===== src/rtl/ufs_pkg.sv =====
package ufs_pkg;

    localparam int OFF_W = 11;

    localparam logic [OFF_W-1:0] OFF_KEY1 = 11'h555;
    localparam logic [OFF_W-1:0] OFF_KEY2 = 11'h2AA;
    localparam logic [OFF_W-1:0] OFF_BASE = 11'h000;

    localparam logic [7:0] D_KEY1      = 8'hAA;
    localparam logic [7:0] D_KEY2      = 8'h55;
    localparam logic [7:0] D_ERASE_ARM = 8'h80;
    localparam logic [7:0] D_ERASE_GO  = 8'h30;
    localparam logic [7:0] D_PROG_ARM  = 8'hA0;
    localparam logic [7:0] D_READ_MODE = 8'hF0;
    localparam logic [7:0] D_BLANK     = 8'hFF;

    typedef enum logic {
        OP_ERASE = 1'b0,
        OP_PROG  = 1'b1
    } op_e;

    typedef enum logic [3:0] {
        ST_IDLE,
        ST_CMD,
        ST_CGAP,
        ST_POLL1,
        ST_POLL2,
        ST_PCMP,
        ST_RST,
        ST_RGAP,
        ST_VRD,
        ST_VCMP
    } st_e;

    // One entry of a command script: where to write, what, and whether
    // the write goes to the byte being programmed instead of a fixed offset.
    typedef struct packed {
        logic [OFF_W-1:0] off;
        logic [7:0]       data;
        logic             to_target;
        logic             last;
    } cmd_t;

    function automatic cmd_t cmd_at(op_e op, logic [2:0] step);
        cmd_t c;
        c.off       = OFF_KEY1;
        c.data      = D_KEY1;
        c.to_target = 1'b0;
        c.last      = 1'b0;
        case (step)
            3'd0: begin
                c.off  = OFF_KEY1;
                c.data = D_KEY1;
            end
            3'd1: begin
                c.off  = OFF_KEY2;
                c.data = D_KEY2;
            end
            3'd2: begin
                c.off  = OFF_KEY1;
                c.data = (op == OP_ERASE) ? D_ERASE_ARM : D_PROG_ARM;
            end
            3'd3: begin
                if (op == OP_PROG) begin
                    c.to_target = 1'b1;
                    c.last      = 1'b1;
                end else begin
                    c.off  = OFF_KEY1;
                    c.data = D_KEY1;
                end
            end
            3'd4: begin
                c.off  = OFF_KEY2;
                c.data = D_KEY2;
            end
            default: begin
                c.off  = OFF_BASE;
                c.data = D_ERASE_GO;
                c.last = 1'b1;
            end
        endcase
        return c;
    endfunction

endpackage


===== src/rtl/ufs_delay.sv =====
module ufs_delay #(
    parameter int DLY = 50
) (
    input  logic clk,
    input  logic rst,
    input  logic load,
    output logic expired
);
    localparam int CW = (DLY < 2) ? 1 : $clog2(DLY + 1);
    localparam logic [CW-1:0] START_VAL = CW'(DLY - 1);
    localparam logic [CW-1:0] ONE = CW'(1);

    logic [CW-1:0] cnt;

    always_ff @(posedge clk) begin
        if (rst) begin
            cnt <= '0;
        end else if (load) begin
            cnt <= START_VAL;
        end else if (cnt != '0) begin
            cnt <= cnt - ONE;
        end
    end

    assign expired = (cnt == '0);
endmodule


===== src/rtl/ufs_poll.sv =====
module ufs_poll #(
    parameter int LIMIT = 1000000
) (
    input  logic       clk,
    input  logic       rst,
    input  logic       clr,
    input  logic       cap,
    input  logic       cmp,
    input  logic [7:0] rdata,
    output logic       settled,
    output logic       exhausted
);
    localparam int CW = (LIMIT < 2) ? 1 : $clog2(LIMIT + 1);
    localparam logic [CW-1:0] FINAL = CW'(LIMIT - 1);
    localparam logic [CW-1:0] ONE   = CW'(1);

    logic [7:0]    first_q;
    logic [CW-1:0] fails_q;

    always_ff @(posedge clk) begin
        if (rst) begin
            first_q <= '0;
            fails_q <= '0;
        end else begin
            if (cap) begin
                first_q <= rdata;
            end
            if (clr) begin
                fails_q <= '0;
            end else if (cmp && !settled) begin
                fails_q <= fails_q + ONE;
            end
        end
    end

    assign settled   = ((first_q ^ rdata) == 8'h00);
    assign exhausted = (fails_q == FINAL);
endmodule


===== src/rtl/ufs_seq.sv =====
module ufs_seq
    import ufs_pkg::*;
#(
    parameter int BANK_AW  = 13,
    parameter int BANK_W   = 1,
    parameter int DLY_CYC  = 50,
    parameter int POLL_MAX = 1000000
) (
    input  logic                      clk,
    input  logic                      rst,
    input  logic                      start,
    input  logic                      op,
    input  logic [BANK_W-1:0]         bank,
    output logic                      busy,
    output logic                      done,
    output logic                      error,
    output logic                      timeout,
    output logic [BANK_W+BANK_AW-1:0] fl_addr,
    output logic [7:0]                fl_wdata,
    output logic                      fl_we,
    output logic                      fl_re,
    input  logic [7:0]                fl_rdata,
    output logic [BANK_AW-1:0]        src_addr,
    input  logic [7:0]                src_data
);
    localparam logic [BANK_AW-1:0] LAST_IDX = '1;
    localparam logic [BANK_AW-1:0] ONE_IDX  = BANK_AW'(1);

    st_e                 state;
    op_e                 op_q;
    logic [BANK_W-1:0]   bank_q;
    logic [2:0]          step;
    logic [BANK_AW-1:0]  idx;
    logic                err_q;
    logic                tmo_q;
    logic                done_q;

    cmd_t                cmd;
    logic [BANK_AW-1:0]  off;
    logic [7:0]          expect_byte;
    logic                gap_over;
    logic                settled;
    logic                exhausted;

    assign cmd = cmd_at(op_q, step);

    ufs_delay #(.DLY(DLY_CYC)) u_gap (
        .clk     (clk),
        .rst     (rst),
        .load    ((state == ST_CMD) || (state == ST_RST)),
        .expired (gap_over)
    );

    ufs_poll #(.LIMIT(POLL_MAX)) u_poll (
        .clk       (clk),
        .rst       (rst),
        .clr       (state == ST_CMD),
        .cap       (state == ST_POLL2),
        .cmp       (state == ST_PCMP),
        .rdata     (fl_rdata),
        .settled   (settled),
        .exhausted (exhausted)
    );

    always_comb begin
        fl_we    = 1'b0;
        fl_re    = 1'b0;
        off      = '0;
        fl_wdata = '0;
        case (state)
            ST_CMD: begin
                fl_we    = 1'b1;
                off      = cmd.to_target ? idx : BANK_AW'(cmd.off);
                fl_wdata = cmd.to_target ? src_data : cmd.data;
            end
            ST_POLL1, ST_POLL2: begin
                fl_re = 1'b1;
            end
            ST_RST: begin
                fl_we    = 1'b1;
                fl_wdata = D_READ_MODE;
            end
            ST_VRD: begin
                fl_re = 1'b1;
                off   = idx;
            end
            default: ;
        endcase
    end

    assign fl_addr     = {bank_q, off};
    assign src_addr    = idx;
    assign expect_byte = (op_q == OP_ERASE) ? D_BLANK : src_data;

    always_ff @(posedge clk) begin
        if (rst) begin
            state  <= ST_IDLE;
            op_q   <= OP_ERASE;
            bank_q <= '0;
            step   <= '0;
            idx    <= '0;
            err_q  <= 1'b0;
            tmo_q  <= 1'b0;
            done_q <= 1'b0;
        end else begin
            done_q <= 1'b0;
            case (state)
                ST_IDLE: begin
                    if (start) begin
                        op_q   <= op_e'(op);
                        bank_q <= bank;
                        step   <= '0;
                        idx    <= '0;
                        err_q  <= 1'b0;
                        tmo_q  <= 1'b0;
                        state  <= ST_CMD;
                    end
                end
                ST_CMD: state <= ST_CGAP;
                ST_CGAP: begin
                    if (gap_over) begin
                        if (cmd.last) begin
                            step  <= '0;
                            state <= ST_POLL1;
                        end else begin
                            step  <= step + 3'd1;
                            state <= ST_CMD;
                        end
                    end
                end
                ST_POLL1: state <= ST_POLL2;
                ST_POLL2: state <= ST_PCMP;
                ST_PCMP: begin
                    if (settled) begin
                        if ((op_q == OP_PROG) && (idx != LAST_IDX)) begin
                            idx   <= idx + ONE_IDX;
                            state <= ST_CMD;
                        end else begin
                            state <= ST_RST;
                        end
                    end else if (exhausted) begin
                        tmo_q <= 1'b1;
                        state <= ST_RST;
                    end else begin
                        state <= ST_POLL1;
                    end
                end
                ST_RST: state <= ST_RGAP;
                ST_RGAP: begin
                    if (gap_over) begin
                        idx   <= '0;
                        state <= ST_VRD;
                    end
                end
                ST_VRD: state <= ST_VCMP;
                ST_VCMP: begin
                    if (fl_rdata != expect_byte) begin
                        err_q  <= 1'b1;
                        done_q <= 1'b1;
                        state  <= ST_IDLE;
                    end else if (idx == LAST_IDX) begin
                        done_q <= 1'b1;
                        state  <= ST_IDLE;
                    end else begin
                        idx   <= idx + ONE_IDX;
                        state <= ST_VRD;
                    end
                end
                default: state <= ST_IDLE;
            endcase
        end
    end

    assign busy    = (state != ST_IDLE);
    assign done    = done_q;
    assign error   = err_q;
    assign timeout = tmo_q;
endmodule


===== config.mk =====
export PLATFORM = sky130hd
export DESIGN_NAME = ufs_seq
export DESIGN_NICKNAME = d
export VERILOG_FILES = /design/src/rtl/ufs_pkg.sv /design/src/rtl/ufs_delay.sv /design/src/rtl/ufs_poll.sv /design/src/rtl/ufs_seq.sv
export SDC_FILE = /design/constraint.sdc
export NUM_CORES = 1
export LEC_CHECK = 0
export BUFFER_PORTS_ARGS = -buffer_cell sky130_fd_sc_hd__buf_2
export CAP_MARGIN = 20
export CORE_MARGIN = 2
export CORE_UTILIZATION = 61
export CTS_BUF_LIST = sky130_fd_sc_hd__clkbuf_8 sky130_fd_sc_hd__clkbuf_16
export CTS_CLUSTER_SIZE = 8
export DETAILED_ROUTE_END_ITERATION = 6
export PLACE_DENSITY_LB_ADDON = 0.15
export SYNTH_ARGS = -nofsm -noshare
export SYNTH_HDL_FRONTEND = slang
export SYNTH_SLANG_ARGS = --single-unit

===== constraint.sdc =====
create_clock -name clk -period 5.72 [get_ports clk]
set_input_delay 0.286 -clock clk [delete_from_list [all_inputs] [get_ports clk]]
set_output_delay 0.286 -clock clk [all_outputs]
set_load 0.02 [all_outputs]

# == Word-level counts from Yosys, hierarchy flattened ==
# Index checks and enable logic that the tools add are counted.
# op_classes
add_sub_neg,4
n_eq_ne,27
mux,43
bitwise_logic,2
n_reduce_logical,29
# ops
op,n
$mux W13,7
$pmux W19 S3,1
$pmux W13 S4,1
$pmux W4 S10,1
$pmux W13 S2,1
$mux W4,6
$add A20 B1 Y20 const B,1
$eq A20 B20 Y1 const B,1
$ne A2 B2 Y1 const B,10
$mux W6,3
$eq A4 B3 Y1 const B,4
$mux W8,2
$pmux W8 S2,1
$mux W3,5
$add A13 B1 Y13 const B,1
$eq A13 B13 Y1 const B,1
$ne A13 B13 Y1 const B,1
$reduce_or A2 Y1,6
$mux W1,9
$reduce_and A3 Y1,3
$eq A4 B2 Y1 const B,2
$eq A4 B4 Y1 const B,2
$logic_not A8 Y1,1
$ne A8 B8 Y1,1
25 further kinds,34
# word_totals
register_bits,59
inputBits,21
output_inout_bits,41
word_cells,117

# == Depth between registers and ports, before layout ==
# Gate-level depths: netlist of the first run.
# logic_depth
depth_word,6
ltp_mapped,9
mapped_depth_nobuf,8

# == Modules after synthesis ==
# From an unflattened synthesis of the first run, not the netlist that was laid out.
# unflattened
hier_cells,526
area_unflattened_um2,4167.7
# modules_own_cells
module,n_inst,cells_each,area_per_inst_um2,seq_area_each_um2
ufs_seq,1,305,2183.3,500.5
ufs_poll,1,184,1667.8,560.5
ufs_delay,1,37,316.6,120.1

# == Worst setup path after synthesis of the first run ==
# Ideal clock, no wire load.
# synth_timing
path_type,reg-to-output
startpoint,register step[0]
endpoint,output fl_addr[0]
t_arrival_ps,2027
setup_slack_ps,3407
stages_incl_launch_ff,10
n_path_buf,1
cell_sequence,dfxtp_1 > ha_1 > ha_1 > and2_1 > o31a_1 > o21ai_0 > a21oi_1 > or2_0 > clkbuf_1 > a21o_1
# synth_between
elab_chain_cells,5
elab_cells_between_ends,11
cone_classes,eq/ne: 4; mux: 4; reduce/logical: 3
# synth_rtl
element,line,rtl
start: declaration,ufs_seq.sv:32,logic [2:0] step;
start signal: assignment,ufs_seq.sv:126,step <= step + 3'd1;
$eq A3 B3 Y1 (tied with other cells),ufs_pkg.sv:50,case (step)
$reduce_or A2 Y1 (no source line),-,
$pmux W19 S3,ufs_pkg.sv:50,
$mux W13 *,ufs_seq.sv:73,off = cmd.to_target ? idx : BANK_AW'(cmd.off);
$pmux W13 S2 *,ufs_seq.sv:70,case (state)
end: declaration,ufs_seq.sv:18,"output logic [BANK_W+BANK_AW-1:0] fl_addr,"
# Every way passes the cells marked *; elsewhere a longest branch is shown, timed or not.

# == Final worst setup path of the first run ==
# layout_timing
startpoint,register step[1]
endpoint,output fl_addr[6]
# Same word-level chain as after synthesis.

==> flow_metrics.py, run 1 <==
metrics = {
    "run_status": {
        "outcome": "complete, no violations",
    },
    "timing": {
        "rsz0062_at_grt": "false",
        "fin_setup_tns_ns": 0,
        "finalHoldViolations": 0,
        "relSlewSlack_pct": 37.2,
        "period_minus_slack_ns": 3.04,
        "period_share_pct": 53.1,
        "setup_viol": 0,
        "finClkSkew_ns": 0.00880,
        "slew_violations": 0,
        "worst_pin_slew_ns": 0.940,
        "fmax_mhz": 329,
    },
    "detailed_routing": {
        "first_pass_iters": 5,
        "via_count": 3677,
        "drc_errors": 0,
        "wire_per_inst_um": 14.8,
        "drt-vias-per-instance": 6.00,
        "ant_nets": 0,
        "wirelength_mm": 9.09,
        "drtIter0Drc": 406,
    },
    "logic_synthesis": {
        "avgSynthCellArea_um2": 7.61,
        "muxShareOfSynthArea_pct": 1.67,
        "ys_async_sr_fraction_pct": 0,
        "yosysSeqAreaShare_pct": 32.3,
        "synth_common_cells": "63 x nor2_1, 59 x dfxtp_1, 52 x nand2_1",
        "synth_fa_ha_area_share_pct": 2.73,
        "synth.area.top_cells": "dfxtp_1 32%, nor2_1 6.5%, xnor2_1 6.5%, nand2_1 5.3%, a21oi_1 5.2%",
        "synth-compound-area-share_pct": 21.1,
        "ys_ff_latch": 59,
        "synth_area_mm2": 0.00366,
        "synth_xor_area_share_pct": 7.66,
        "synth_simple_gate_area_share_pct": 29.7,
        "synth_warnings": 0,
        "yosysTopAreaCellShare_pct": 32.3,
        "synth_cell_types": 67,
        "synth_top_flop_cell": "dfxtp_1",
        "synth.most_common_cell": "nor2_1",
        "synth_edf_count": 0,
        "synth_largest_area_cell": "dfxtp_1",
        "netlist_instances": 481,
        "synth_top_family_by_area": "simple AND/OR/NAND/NOR gates",
        "syn_nets": 510,
    },
    "setup_path": {
        "max_stage_delay_ns": 0.38,
        "crit_fanout": 7,
        "worstPathArrival_ns": 2.75,
        "critPathSlowestCell": "or2_0",
        "crit_chain": "ha_1 -> ha_1 -> and2_1 -> o31a_1 -> o21ai_0 -> a21oi_1 -> or2_0 -> a21o_1 -> buf_2",
        "cp_common_cell": "ha_1",
        "worstPathRequired_ns": 5.43,
        "cp-start-kind": "register",
        "critPathKind": "reg -> out",
        "cp-end-kind": "output port",
    },
    "power": {
        "swShare_pct": 37.2,
        "pwr-share-seq_pct": 37.1,
        "power.density_mw_per_mm2": 310,
        "ir_drop_mv": 0.206,
        "pwr-share-comb_pct": 32.2,
        "internal-power_uw": 816,
        "p_switching_uw": 484,
        "p_clk_share_pct": 30.7,
        "p_leak_uw": 0.00164,
    },
    "placed_design": {
        "post-dp-hpwl_mm": 6.51,
        "routabilityCongestion": 0.922,
        "placed_cells": 597,
        "portBuffers": 61,
    },
    "clock_network": {
        "clkTransAtPathRegs_ns": 0.07,
        "cts_sinks": 59,
        "cts_tree": "yes",
        "post_cts.repair.setup_buffers": 0,
        "cts.htree.levels": 3,
        "cts_buffers": 9,
        "clock_latency_ns": 0.34,
        "cts_root_buf": "clkbuf_8",
        "holdBufCountCts": 0,
        "cts_resized": 0,
        "cts_max_path_buffers": 2,
    },
    "hold_path": {
        "hold_path.class": "in -> reg",
    },
    "layout": {
        "final_cells": 613,
        "layout-drive-gt1-share_pct": 16.9,
        "n_antenna_cell": 0,
        "fin_nets": 562,
        "area_growth_pct": 14.5,
        "seqCellArea_mm2": 0.00118,
        "multiInputGateArea_mm2": 0.00230,
        "fillers": 487,
    },
    "floorplan": {
        "rows": 28,
        "die_area_mm2": 0.00664,
        "die_w_um": 81.5,
        "io_pins": 62,
        "coreArea_mm2": 0.00585,
        "fp.dieH_um": 81.5,
        "start_util_pct": 62.6,
    },
    "global_routing": {
        "grt_pass1_wl_mm": 14.7,
        "grt_pass1_vias": 3172,
        "grt-ovfl-total": 0,
        "antenna_found_initial": 0,
        "grt_max_degree": 29,
        "grtUsageTotal_pct": 28.3,
    },
    "job": {
        "maxCapViolCount": 0,
    },
}
-- cell type report --
type                            instances  area share [%]
Timing Repair Buffer                   63            7.64
Inverter                               22            1.97
Multi-Input combinational cell        378            54.9
Clock inverter                          5            1.46
Sequential cell                        59            28.2
Clock buffer                           11            3.61
Tap cell                               75            2.24
-- cells in the final DEF (no fill, tap or decap), drive strengths merged, types with 8 or more instances in the layout --
master	netlist	final
ha	8	8
buf	7	63
nor2	63	63
o21a	8	8
a21oi	38	38
nand2b	8	8
dfxtp	59	59
nor3	12	12
o21ai	22	22
nor4	8	8
inv	22	22
nand2	52	52
nand3	15	15
nand4	15	15
xnor2	27	27
clkbuf	15	11
-- critical path, delay by kind of cell, from the launching register on --
family          cells  cell delay [ns]
flops               1             0.36
compound gates      4             0.82
buf+inv             1             0.15
fa+ha+maj           2             0.46
simple gates        2             0.62
-- registers in the layout (all words and copies together), names as in the netlist --
| name | count |
|---|---|
| u_poll.fails_q | 20 |
| src_addr | 13 |
| u_poll.first_q | 8 |
| u_gap.cnt | 6 |
| state | 4 |
| step | 3 |
| bank_q | 1 |
| done | 1 |
| error | 1 |
| op_q | 1 |
| timeout | 1 |
-- per-stage QoR --
step                total power (µW)  setup WS, ns  hold WS, ns  utilization [%]  instance area, µm²
floorplan                        797          3.41        0.422                -                3660
global route                    1370          2.58        0.195             71.6                4190
global placement                 892          3.15        0.449             68.0                3980
CTS                             1300          2.73        0.172             71.6                4190
finish                          1300          2.68        0.175             71.6                4190
detailed placement               900          3.07        0.461             68.0                3980
-- cells by family after synthesis --
| family | Yosys count |
|---|---|
| simple gates | 216 |
| compound gates | 116 |
| flops | 59 |
| buf+inv | 44 |
| xor+xnor | 32 |
| fa+ha+maj | 8 |
| mux | 6 |
-- path summary, 6_finish.rpt --
kind | start | to | slack [ns] | depth (start not counted)
min reg2reg | u_poll.first_q[2] | u_poll.first_q[2] | 0.47 | 2
max reg2reg | op_q | src_addr[9] | 3.03 | 6
max | step[1] | fl_addr[6] | 2.68 | 9
min | op | op_q | 0.17 | 3
-- power groups by stage --
stage | combinational (µW) | sequential, µW | clock, µW
3_3_place_gp | 405 | 487 | 0
4_1_cts | 416 | 481 | 404
3_5_place_dp | 411 | 489 | 0
2_1_floorplan | 332 | 465 | 0
6_report | 419 | 482 | 399
5_1_grt | 462 | 486 | 423
-- routing by layer --
| metal | up-vias | routed length (µm) | track usage [%] |
|---|---|---|---|
| met2 | 133 | 4300 | 46.2 |
| met1 | 1709 | 4090 | 38.4 |
| met5 | - | 0 | 0 |
| li1 | 1827 | - | - |
| met4 | 0 | 75 | 7.46 |
| met3 | 8 | 617 | 5.49 |
(Power assumes the default switching activity.)
==> run 2: changes to the inputs <==
CORE_UTILIZATION = 57   (was 61)
clock period = 3.1 ns   (was 5.72 ns; I/O delays follow)
==> run 2 against run 1 <==
Clock power grew 110%. Sequential power rose by 80%. Worst hold slack got worse by 0.12 ns. Critical path type unchanged. Largest cell class unchanged. Largest power group unchanged. Highest routed layer unchanged.
==> flow_metrics.py, run 2 (synthesis gave the netlist of run 1 again) <==
metrics = {
    "run_status": {
        "outcome": "complete, no violations",
    },
    "clock_network": {
        "cts_tree": "yes",
        "cts.htree.levels": 3,
        "cts_max_path_buffers": 2,
        "holdBufCountCts": 0,
        "cts_buffers": 9,
        "post_cts.repair.setup_buffers": 0,
        "clock_latency_ns": 0.34,
        "cts_sinks": 59,
        "cts_root_buf": "clkbuf_8",
        "cts_resized": 0,
        "clkTransAtPathRegs_ns": 0.07,
    },
    "floorplan": {
        "rows": 29,
        "die_w_um": 84.1,
        "coreArea_mm2": 0.00628,
        "start_util_pct": 58.3,
        "die_area_mm2": 0.00708,
        "io_pins": 62,
        "fp.dieH_um": 84.1,
    },
    "placed_design": {
        "portBuffers": 61,
        "routabilityCongestion": 0.928,
        "post-dp-hpwl_mm": 6.71,
        "postPlaceCellArea_mm2": 0.00403,
    },
    "job": {
        "maxCapViolCount": 0,
    },
    "timing": {
        "finalHoldViolations": 0,
        "relSlewSlack_pct": 41.2,
        "fmax_mhz": 342,
        "setup_viol": 0,
        "finClkSkew_ns": 0.00921,
        "slew_violations": 0,
        "worst_pin_slew_ns": 0.875,
        "period_minus_slack_ns": 2.93,
        "period_share_pct": 94.4,
        "rsz0062_at_grt": "false",
        "fin_setup_tns_ns": 0,
    },
    "setup_path": {
        "r2r-start": "op_q",
        "cp-end-kind": "output port",
        "worstPathRequired_ns": 2.94,
        "critPathKind": "reg -> out",
        "r2r_slack_ns": 0.56,
        "crit_chain": "inv_1 -> ha_1 -> and2_1 -> o31a_1 -> o21ai_0 -> a21oi_1 -> or2_0 -> a21o_1 -> buf_2",
        "critPathSlowestCell": "dfxtp_1",
        "cp-start-kind": "register",
        "worstPathArrival_ns": 2.77,
        "rr_endpoint": "src_addr[7]",
        "max_stage_delay_ns": 0.45,
        "rr_worst_depth": 6,
        "crit_fanout": 7,
    },
    "detailed_routing": {
        "via_count": 3749,
        "wire_per_inst_um": 15.0,
        "drt-vias-per-instance": 6.04,
        "ant_nets": 0,
        "drc_errors": 0,
        "drtIter0Drc": 237,
        "first_pass_iters": 5,
        "wirelength_mm": 9.34,
    },
    "layout": {
        "largest_reg_flops": 20,
        "regMostFlops": "u_poll.fails_q",
        "stdcell_area_mm2": 0.00427,
        "layout_common_cells": "63 x nor2_1, 61 x buf_2, 59 x dfxtp_1",
        "layout-drive-gt1-share_pct": 17.6,
        "n_antenna_cell": 0,
        "area_growth_pct": 16.5,
        "fin_nets": 568,
        "seqCellArea_mm2": 0.00118,
        "layout_commonest_cell": "nor2_1",
        "fillers": 559,
        "multiInputGateArea_mm2": 0.00230,
    },
    "global_routing": {
        "grt_pass1_vias": 3437,
        "grt-ovfl-total": 0,
        "antenna_found_initial": 0,
        "grt_max_degree": 29,
        "grt_pass1_wl_mm": 15.9,
        "grtUsageTotal_pct": 27.3,
    },
    "power": {
        "p_leak_uw": 0.00170,
        "power.density_mw_per_mm2": 602,
        "p_clk_share_pct": 33.3,
        "swShare_pct": 34.9,
        "internal-power_uw": 1670,
        "pwr-share-comb_pct": 32.8,
        "pwr-share-seq_pct": 33.8,
        "ir_drop_mv": 0.475,
        "p_switching_uw": 897,
    },
    "hold_path": {
        "hold_path.class": "in -> reg",
        "min_to": "bank_q",
        "holdPathStages": 3,
        "hp-start": "bank",
    },
}
run 2: changes by cell type in the layout (fill, tap and decap cells not counted), sizes merged:
cell / change
bufinv: +2
inv: +1
clkbuf: -1
clkinv: +1
clkinvlp: -3
buf: +6
run 2: worst max path at each step:
stage                      from     endpoint  slack [ns]
global route            step[1]   fl_addr[7]        0.04
finish                  step[2]   fl_addr[6]        0.17
floorplan           src_addr[0]  src_addr[6]        0.80
detailed placement      step[2]   fl_addr[8]        0.60
global placement        step[0]   fl_addr[0]        0.67
CTS                     step[2]   fl_addr[8]        0.21
run 2: power groups by stage:
| stage | combinational [µW] | sequential (µW) | clock, µW |
|---|---|---|---|
| detailed placement | 832 | 883 | 0 |
| CTS | 838 | 868 | 865 |
| floorplan | 613 | 857 | 0 |
| global route | 926 | 876 | 890 |
| global placement | 809 | 881 | 0 |
| finish | 842 | 869 | 856 |
run 2: stage by stage:
stage / total power, µW / hold WS [ns] / cells / setup WS (ns) / utilization, %
floorplan: 1470 / 0.291 / 481 / 0.797 / -
global placement: 1690 / 0.389 / 605 / 0.671 / 64.1
detailed placement: 1720 / 0.402 / 605 / 0.599 / 64.1
CTS: 2570 / 0.0493 / 621 / 0.215 / 68.0
global route: 2690 / 0.0899 / 621 / 0.0393 / 68.0
finish: 2570 / 0.0562 / 621 / 0.174 / 68.0
run 2: area by class of cell:
class	instances	share of cell area (%)
Sequential cell	59	27.7
Multi-Input combinational cell	378	53.9
Inverter	22	1.94
Tap cell	77	2.26
Clock buffer	10	3.23
Clock inverter	6	2.43
Timing Repair Buffer	69	8.56
run 2: routing by layer:
layer	global-route usage [%]	vias up	wire (µm)
met2	44.2	151	4350
li1	-	1839	-
met3	6.19	23	699
met5	0	-	0
met1	34.9	1736	4020
met4	11.9	0	267
run 2: worst max-delay path, delay by kind of cell (launching register included):
kind,cells,cell delay (ns)
AO/OA/AOI/OAI,4,0.82
AND/OR/NAND/NOR,2,0.61
flip-flops,1,0.45
adder cells (fa/ha/maj),1,0.29
buffers and inverters,2,0.26
